--- config.mk ---
export PLATFORM = sky130hd
export DESIGN_NAME = tpio_port
export DESIGN_NICKNAME = d
export VERILOG_FILES = /design/src/rtl/tpio_pkg.sv /design/src/rtl/tpio_ctrl.sv /design/src/rtl/tpio_dpath.sv /design/src/rtl/tpio_port.sv
export SDC_FILE = /design/constraint.sdc
export NUM_CORES = 1
export LEC_CHECK = 0
export ABC_AREA = 1
export BUFFER_PORTS_ARGS = -buffer_cell sky130_fd_sc_hd__buf_2
export CAP_MARGIN = 20
export CORE_MARGIN = 10
export CORE_UTILIZATION = 42
export CTS_BUF_LIST = sky130_fd_sc_hd__clkbuf_8
export DETAILED_ROUTE_END_ITERATION = 16
export PLACE_DENSITY = 0.78
export SLEW_MARGIN = 40
export SYNTH_ARGS = -nofsm -noshare
export SYNTH_HDL_FRONTEND = slang
export SYNTH_HIERARCHICAL = 1
export SYNTH_SLANG_ARGS = --single-unit
--- constraint.sdc ---
create_clock -name clk -period 0.8 [get_ports clk]
set_input_delay 0.08 -clock clk [delete_from_list [all_inputs] [get_ports clk]]
set_output_delay 0.08 -clock clk [all_outputs]
set_load 0.05 [all_outputs]
--- src/rtl/tpio_pkg.sv ---
package tpio_pkg;
  localparam int unsigned ADDR_W = 8;
  localparam int unsigned DATA_W = 8;
  localparam logic [ADDR_W-1:0] ADDR_LATCH = 8'h09;
  localparam logic [ADDR_W-1:0] ADDR_DIR   = 8'h0D;

  typedef struct packed {
    logic wrLatch;
    logic wrDir;
    logic selLatch;
    logic selDir;
  } tpioStrobe_t;
endpackage

--- src/rtl/tpio_ctrl.sv ---
module tpio_ctrl
  import tpio_pkg::*;
#(
  parameter logic [ADDR_W-1:0] LATCH_ADDR = ADDR_LATCH,
  parameter logic [ADDR_W-1:0] DIR_ADDR   = ADDR_DIR
) (
  input  logic [ADDR_W-1:0] regAddr,
  input  logic              regWe,
  output tpioStrobe_t       strb
);
  logic hitLatch, hitDir;

  always_comb begin
    hitLatch      = (regAddr == LATCH_ADDR);
    hitDir        = (regAddr == DIR_ADDR);
    strb.selLatch = hitLatch;
    strb.selDir   = hitDir;
    strb.wrLatch  = regWe && hitLatch;
    strb.wrDir    = regWe && hitDir;
  end
endmodule

--- src/rtl/tpio_dpath.sv ---
module tpio_dpath
  import tpio_pkg::*;
#(
  parameter int unsigned NUM_PINS    = 7,
  parameter int unsigned NUM_TMR     = 6,
  parameter int unsigned SYNC_STAGES = 2
) (
  input  logic                clk,
  input  logic                rstN,
  input  tpioStrobe_t         strb,
  input  logic [DATA_W-1:0]   wdata,
  output logic [DATA_W-1:0]   rdata,
  input  logic [NUM_PINS-1:0] padIn,
  output logic [NUM_PINS-1:0] padOut,
  output logic [NUM_PINS-1:0] padOe,
  input  logic [NUM_TMR-1:0]  tmrOwn,
  input  logic [NUM_TMR-1:0]  tmrOut,
  input  logic [NUM_TMR-1:0]  tmrOe
);
  localparam int unsigned FREE_W = NUM_PINS - NUM_TMR;

  logic [NUM_PINS-1:0] outLatch;
  logic [NUM_PINS-1:0] dirReg;
  logic [NUM_PINS-1:0] syncPipe [SYNC_STAGES];
  logic [NUM_PINS-1:0] syncIn;
  logic [NUM_PINS-1:0] readBits;
  logic [NUM_PINS-1:0] freeMask;

  // Output latches: no reset, so contents survive reset.
  always_ff @(posedge clk) begin
    if (strb.wrLatch) outLatch <= wdata[NUM_PINS-1:0];
  end

  always_ff @(posedge clk or negedge rstN) begin
    if (!rstN)          dirReg <= '0;
    else if (strb.wrDir) dirReg <= wdata[NUM_PINS-1:0];
  end

  // Input synchronizer chain.
  genvar s;
  generate
    for (s = 0; s < SYNC_STAGES; s++) begin : g_sync
      always_ff @(posedge clk or negedge rstN) begin
        if (!rstN) syncPipe[s] <= '0;
        else if (s == 0) syncPipe[s] <= padIn;
        else syncPipe[s] <= syncPipe[(s == 0) ? 0 : s-1];
      end
    end
  endgenerate
  assign syncIn = syncPipe[SYNC_STAGES-1];

  // Pad drive per pin; timer-capable pins get an override mux.
  genvar i;
  generate
    for (i = 0; i < NUM_PINS; i++) begin : g_pin
      if (i < NUM_TMR) begin : g_tmr
        assign padOut[i] = tmrOwn[i] ? tmrOut[i] : outLatch[i];
        assign padOe[i]  = tmrOwn[i] ? tmrOe[i]  : dirReg[i];
      end else begin : g_plain
        assign padOut[i] = outLatch[i];
        assign padOe[i]  = dirReg[i];
      end
    end
  endgenerate

  assign freeMask = ~{{FREE_W{1'b0}}, tmrOwn};
  assign readBits = (dirReg & outLatch) | (~dirReg & syncIn);

  always_comb begin
    if (strb.selLatch)    rdata = DATA_W'(readBits);
    else if (strb.selDir) rdata = DATA_W'(dirReg);
    else                  rdata = '0;
  end

  // no pin the timer does not own drives while in reset
  always_comb begin
    if (!rstN) p_dir_reset_r1: assert ((padOe & freeMask) == '0);
  end

  // a direction write reaches the output enables one cycle later
  p_oe_follows_dir_r2: assert property (@(posedge clk) disable iff (!rstN)
    strb.wrDir |=> ((padOe & freeMask) == ($past(wdata[NUM_PINS-1:0]) & freeMask)));

  // a latch write reaches padOut of pins the timer does not own one cycle later
  p_latch_drive_r3: assert property (@(posedge clk) disable iff (!rstN)
    strb.wrLatch |=> ((padOut & freeMask) == ($past(wdata[NUM_PINS-1:0]) & freeMask)));

  // the reserved top bit never reads as 1
  always_comb begin
    p_bit7_zero_r8: assert (rdata[DATA_W-1:NUM_PINS] == '0);
  end

  // the direction register holds its value when no direction write occurs
  p_dir_hold_r2: assert property (@(posedge clk) disable iff (!rstN)
    !strb.wrDir |=> $stable(dirReg));
endmodule

--- src/rtl/tpio_port.sv ---
module tpio_port
  import tpio_pkg::*;
#(
  parameter int unsigned NUM_PINS = 7,
  parameter int unsigned NUM_TMR  = 6
) (
  input  logic                clk,
  input  logic                rstN,
  input  logic [7:0]          regAddr,
  input  logic                regWe,
  input  logic [7:0]          regWdata,
  output logic [7:0]          regRdata,
  input  logic [NUM_PINS-1:0] padIn,
  output logic [NUM_PINS-1:0] padOut,
  output logic [NUM_PINS-1:0] padOe,
  input  logic [NUM_TMR-1:0]  tmrOwn,
  input  logic [NUM_TMR-1:0]  tmrOut,
  input  logic [NUM_TMR-1:0]  tmrOe
);
  tpioStrobe_t strb;

  tpio_ctrl u_ctrl (
    .regAddr (regAddr),
    .regWe   (regWe),
    .strb    (strb)
  );

  tpio_dpath #(.NUM_PINS(NUM_PINS), .NUM_TMR(NUM_TMR)) u_dpath (
    .clk    (clk),
    .rstN   (rstN),
    .strb   (strb),
    .wdata  (regWdata),
    .rdata  (regRdata),
    .padIn  (padIn),
    .padOut (padOut),
    .padOe  (padOe),
    .tmrOwn (tmrOwn),
    .tmrOut (tmrOut),
    .tmrOe  (tmrOe)
  );
endmodule

==> flow_summary.ini, run 1 <==
[outcome]
status = complete, but fails checks
violations = negative setup slack

[die]
io_pins = 66
die_y_um = 75.4
die_area_um2 = 5690
start_util_pct = 43.0
die-width_um = 75.4
core_um2 = 3000
rows = 20

[synthesis]
async_flop_share_pct = 75.0
syn_inst = 153
synth_top_family_by_area = simple AND/OR/NAND/NOR gates
synth_most_common_cell = nand2_1
synth_largest_area_cell = dfrtp_1
yosys.area_share.simple_pct = 21.6
synth_compound_area_share_pct = 7.37
ys_types = 12
synthTopCellsByCount = nand2_1 (54), inv_1 (31), dfrtp_1 (21)
synth_top_area_share_pct = 40.7
synthMuxAreaShare_pct = 0
synth-seq-cells = 28
yosysWarnings = 6
ys.flop_type = dfrtp_1
synth-xor-area-share_pct = 0
yosys-top-cells-area = dfrtp_1 (41%), edfxtp_1 (16%), nand2_1 (16%), inv_1 (9.0%), o21ai_0 (7.4%)
netlist_area_um2 = 1290
synth_edf_count = 7
synth_adder_area_share_pct = 0
synth_nets = 197
ys_seq_area_share_pct = 57.0
avgSynthCellArea_um2 = 8.43

[routing]
drtPass1Iterations = 4
viasPerCell = 5.11
dr_total_vias = 1522
wire_per_inst_um = 21.3
drc_errors = 0
drt_iter0_markers = 103
wirelength_um = 6340
final_antenna_net_count = 0

[clock_network]
cts_tree = done
clock_path_buffers = 2
numCtsBuffers = 3
cts_htree_levels = 1
cts.sinks = 28
clk_pin_slew_ps = 100
root_buffer = clkbuf_8
clk_latency_ps = 280

[timing]
final_max_slew_viol_count = 0
max_freq_mhz = 752
setup_viol = 35
hold_viol = 0
final.setup.worst_slack_ps = -529
clock-skew-final_ps = 0.261
setup_tns_ps = -9930
rsz0062_at_grt = yes
finalCriticalPeriod_ps = 1330
min_period_over_period_pct = 166

[finish]
area_growth_pct = 120
n_fill_cell = 94
regArea_um2 = 737
insertedDiodeCount = 0
multi_input_area_um2 = 758
finalInstanceArea_um2 = 2840
finalNetCount = 310
drive_above_1_share_pct = 72.5

[global_route]
grt_pass1_vias = 1622
grt_antenna_before_repair = 0
grt_usage_pct = 19.1
grt_pass1_wl_um = 8250
grt_max_degree = 22
grt_overflow = 0

[critical_path]
crit_family = flip-flops
setup.worst_path.end_class = output port
arrival_ps = 1250
crit_required_ps = 720
crit_type = reg -> out
worstSetupPathDepth = 4
reg2reg_depth = 6
cp_common_cell = buf_6
crit_buf_inv = 3
cp-start-kind = register
path_cells = inv_2, buf_6, o21ai_4, buf_6
slowest_delay_ps = 470
worst_path_max_delay_cell = dfrtp_1
path_max_fanout = 3

[place]
place.gp.congestion = 0.763
dp_hpwl_um = 2720
dpl_cell_area_um2 = 2040
portBuffers = 63

[min_path]
hold_depth = 1
worst_hold_path_type = in -> reg

[power_and_ir_drop]
powerDensity_nw_per_um2 = 1320
irDropWorstVdd_mv = 1.61
p_leak_uw = 0.00136

[run]
drv_cap = 0
## state kept, by name, indices dropped and copies added, names as in the netlist
name              count
u_dpath/syncIn        7
u_dpath/outLatch      7
u_dpath/syncPipe      7
u_dpath/dirReg        7
## cells in the final DEF, fill, tap and decap left out, drive strengths merged
| master | Yosys | final |
|---|---|---|
| conb | 1 | 1 |
| nand2 | 54 | 54 |
| o21ai | 19 | 19 |
| nand3 | 7 | 7 |
| dfrtp | 21 | 21 |
| dlygate4sd3 | 0 | 14 |
| clkbuf | 0 | 3 |
| edfxtp | 7 | 7 |
| nor2 | 6 | 6 |
| inv | 31 | 30 |
| bufinv | 0 | 1 |
| buf | 7 | 101 |
| clkinv | 0 | 1 |
## cell type report
cell class | count | area share [%]
well taps | 33 | 1.45
flip-flops and latches | 28 | 25.9
multi-input cells | 87 | 26.7
repair buffers | 115 | 38.4
clock buffers | 3 | 1.45
clock inverters | 1 | 1.06
inverters | 31 | 5.06
## per-stage QoR
step	hold slack (ps)	total power (uW)	setup slack [ps]	instances	utilization [%]
global placement	47.4	2250	-496	268	68.0
global route	15.8	3900	-559	298	94.7
floorplan	-216	1980	-178	153	-
finish	30.8	3750	-529	298	94.7
CTS	5.61	3560	-414	294	89.1
detailed placement	48.2	2270	-521	268	68.0
## path summary, 6_finish.rpt
| kind | startpoint | to | slack, ps |
|---|---|---|---|
| max reg2reg | u_dpath/dirReg[5] | u_dpath/dirReg[5] | -430 |
| min | regWdata[1] | u_dpath/outLatch[1] | 30 |
| min reg2reg | u_dpath/syncPipe[12] | u_dpath/syncIn[5] | 360 |
| max | u_dpath/dirReg[5] | padOe[5] | -530 |
| max in group asynchronous | rstN | u_dpath/dirReg[6] | 160 |
| min in group asynchronous | rstN | u_dpath/syncIn[1] | 290 |
## cells by family after synthesis
| family | after synthesis |
|---|---|
| compound gates | 19 |
| flops | 28 |
| simple gates | 67 |
| buf+inv | 38 |
| other cells | 1 |
## worst register-to-register path: cells and delay by family (launching register included)
family,cells,cell delay (ps)
buffers and inverters,5,540
AOI/OAI and AO/OA,1,150
DFF,1,470
## layer usage
| metal | GRT usage (%) | vias to the layer above | share of wire, % |
|---|---|---|---|
| li1 | - | 682 | - |
| met4 | 6.39 | 0 | 4.4 |
| met3 | 2.86 | 27 | 6.4 |
| met2 | 35.2 | 85 | 55 |
| met1 | 21.8 | 728 | 34 |
| met5 | 0 | - | 0 |
## power by group
group	internal, uW	total [uW]	switching (uW)
Clock	671	1130	459
Combinational	485	1030	549
Sequential	1530	1580	54.1
Total	2680	3750	1060
## repair_timing
| item | in CTS | in global routing |
|---|---|---|
| buffers inserted | 15 | 10 |
| gates cloned | 1 | 0 |
| pin swaps | 16 | 23 |
| hold buffers | 12 | 2 |
| setup endpoints to repair | 23 | 35 |
| endpoints found under the hold margin | 32 | 2 |
| gates resized for setup | 113 | 46 |
(Power assumes the default switching activity.)
==> run 2: changes to the inputs <==
--- a/config.mk
+++ b/config.mk
@@ -8,6 +8,7 @@
 export ABC_AREA = 1
 export BUFFER_PORTS_ARGS = -buffer_cell sky130_fd_sc_hd__buf_2
 export CAP_MARGIN = 20
+export CORE_ASPECT_RATIO = 1.5
 export CORE_MARGIN = 10
 export CORE_UTILIZATION = 42
 export CTS_BUF_LIST = sky130_fd_sc_hd__clkbuf_8
==> run 2 against run 1 <==
Against the previous run:
- die area is 0.80% higher
- critical path depth is 1 higher
- the run still ends with negative setup slack left
- critical endpoint is now regRdata[0]
- clock skew is 4.5 ps higher
- highest routed layer unchanged
==> flow_summary.ini, run 2 (synthesized netlist as in run 1, its figures left out) <==
[place]
pre_cts_slack_ps = -483
place.detailed.instances = 274
dp_hpwl_um = 2730
portBuffers = 63
place.gp.congestion = 0.748

[clock_network]
root_buffer = clkbuf_8
numCtsBuffers = 3
cts.sinks = 28
clk_latency_ps = 280
clock_path_buffers = 2
clk_pin_slew_ps = 100
cts_tree = done
cts_htree_levels = 1

[die]
core_um2 = 2940
start_util_pct = 43.8
die_y_um = 87.9
rows = 24
io_pins = 66
die_area_um2 = 5730
die-width_um = 65.3

[run]
drv_cap = 0

[global_route]
grt_overflow = 0
grt_antenna_before_repair = 0
grt_pass1_wl_um = 7450
grt_usage_pct = 16.2
grt_pass1_vias = 1574
grt_max_degree = 22

[critical_path]
slowest_delay_ps = 420
crit_type = reg -> out
setup.worst_path.end_class = output port
path_cells = inv_2, nand2_1, nand3_2, nand2_4, buf_8
crit_required_ps = 720
cp-start-kind = register
path_max_fanout = 2
worst_path_max_delay_cell = edfxtp_1
arrival_ps = 1230
reg2reg_depth = 6

[finish]
final_cell_mix = buf_6 (40), buf_2 (36), nand2_1 (24)
area_growth_pct = 119
multi_input_area_um2 = 757
n_fill_cell = 59
final_common_cell = buf_6
insertedDiodeCount = 0
fin_cells = 305
drive_above_1_share_pct = 71.8
regArea_um2 = 736
finalNetCount = 311

[routing]
drtPass1Iterations = 5
dr_total_vias = 1538
drc_errors = 0
drt_iter0_markers = 72
final_antenna_net_count = 0
viasPerCell = 5.04
wirelength_um = 6580
wire_per_inst_um = 21.6

[timing]
min_period_over_period_pct = 164
hold_viol = 0
clock-skew-final_ps = 4.72
rsz0062_at_grt = yes
finalCriticalPeriod_ps = 1310
max_freq_mhz = 762
setup_viol = 35
final_max_slew_viol_count = 0
final.setup.worst_slack_ps = -512

[power_and_ir_drop]
p_leak_uw = 0.00136
power_uw = 3770
irDropWorstVdd_mv = 1.31
powerDensity_nw_per_um2 = 1330

[outcome]
violations = negative setup slack
status = complete, but fails checks

[min_path]
hold_depth = 1
worst_hold_path_type = in -> reg
==> run 2: changes by cell type in the layout (fill, tap and decap cells not counted), moves of 2 or more <==
| cell | before | now |
|---|---|---|
| nand2_2 | 17 | 13 |
| buf_12 | 4 | 1 |
| o21ai_2 | 6 | 8 |
| nand2_1 | 21 | 24 |
| buf_6 | 35 | 40 |
==> run 2: area by class of cell <==
cell class                 instances  area share [%]
multi-input combinational         87            26.8
clock buffer                       3            1.46
tap                               39            1.73
inverter                          31            4.91
timing repair buffer             116            38.1
sequential                        28            26.0
clock inverter                     1            1.06
==> run 2: per-layer routing <==
| metal | vias to the layer above | part of all wire, % | GRT usage [%] |
|---|---|---|---|
| met5 | - | 0 | 0 |
| met4 | 0 | 4.6 | 4.69 |
| met3 | 28 | 5.5 | 4.09 |
| met2 | 83 | 58 | 32.8 |
| met1 | 747 | 32 | 15.1 |
| li1 | 680 | - | - |
==> run 2: per-stage QoR <==
stage          TNS (ps)  hold WS (ps)  utilization, %  area (um^2)
2_1_floorplan     -2210          -216               -         1520
3_3_place_gp      -9080          59.7            68.8         2020
3_5_place_dp      -9730          61.8            68.8         2020
4_1_cts           -7590          1.02            88.9         2620
5_1_grt          -11460          17.6            96.1         2830
6_report         -10610          18.0            96.1         2830
==> run 2: final timing paths <==
check,startpoint,slack [ps],to
max in group asynchronous,rstN,160,u_dpath/syncPipe[9]
hold / removal,regWdata[3],20,u_dpath/outLatch[3]
hold reg to reg,u_dpath/syncPipe[10],370,u_dpath/syncIn[3]
setup / recovery,u_dpath/outLatch[0],-510,regRdata[0]
min in group asynchronous,rstN,310,u_dpath/dirReg[3]
setup reg to reg,u_dpath/dirReg[5],-250,u_dpath/dirReg[5]
==> run 2: critical path, delay by kind of cell, from the launching register on <==
kind / cells / cell delay [ps]
DFF: 1 / 420
buffers and inverters: 2 / 240
and+or+nand+nor: 3 / 290
==> run 2: report_power, final <==
group          total [uW]  switching, uW  internal, uW
logic                1080            570           505
registers            1580           49.6          1530
clock network        1110            444           670
==> run 2: timing repair <==
action,4_1_cts,5_1_grt
endpoints found under the hold margin,33,1
hold buffers,13,1
setup endpoints to repair,35,35
resized for setup,111,47
pin swaps,15,17
buffers inserted,11,10
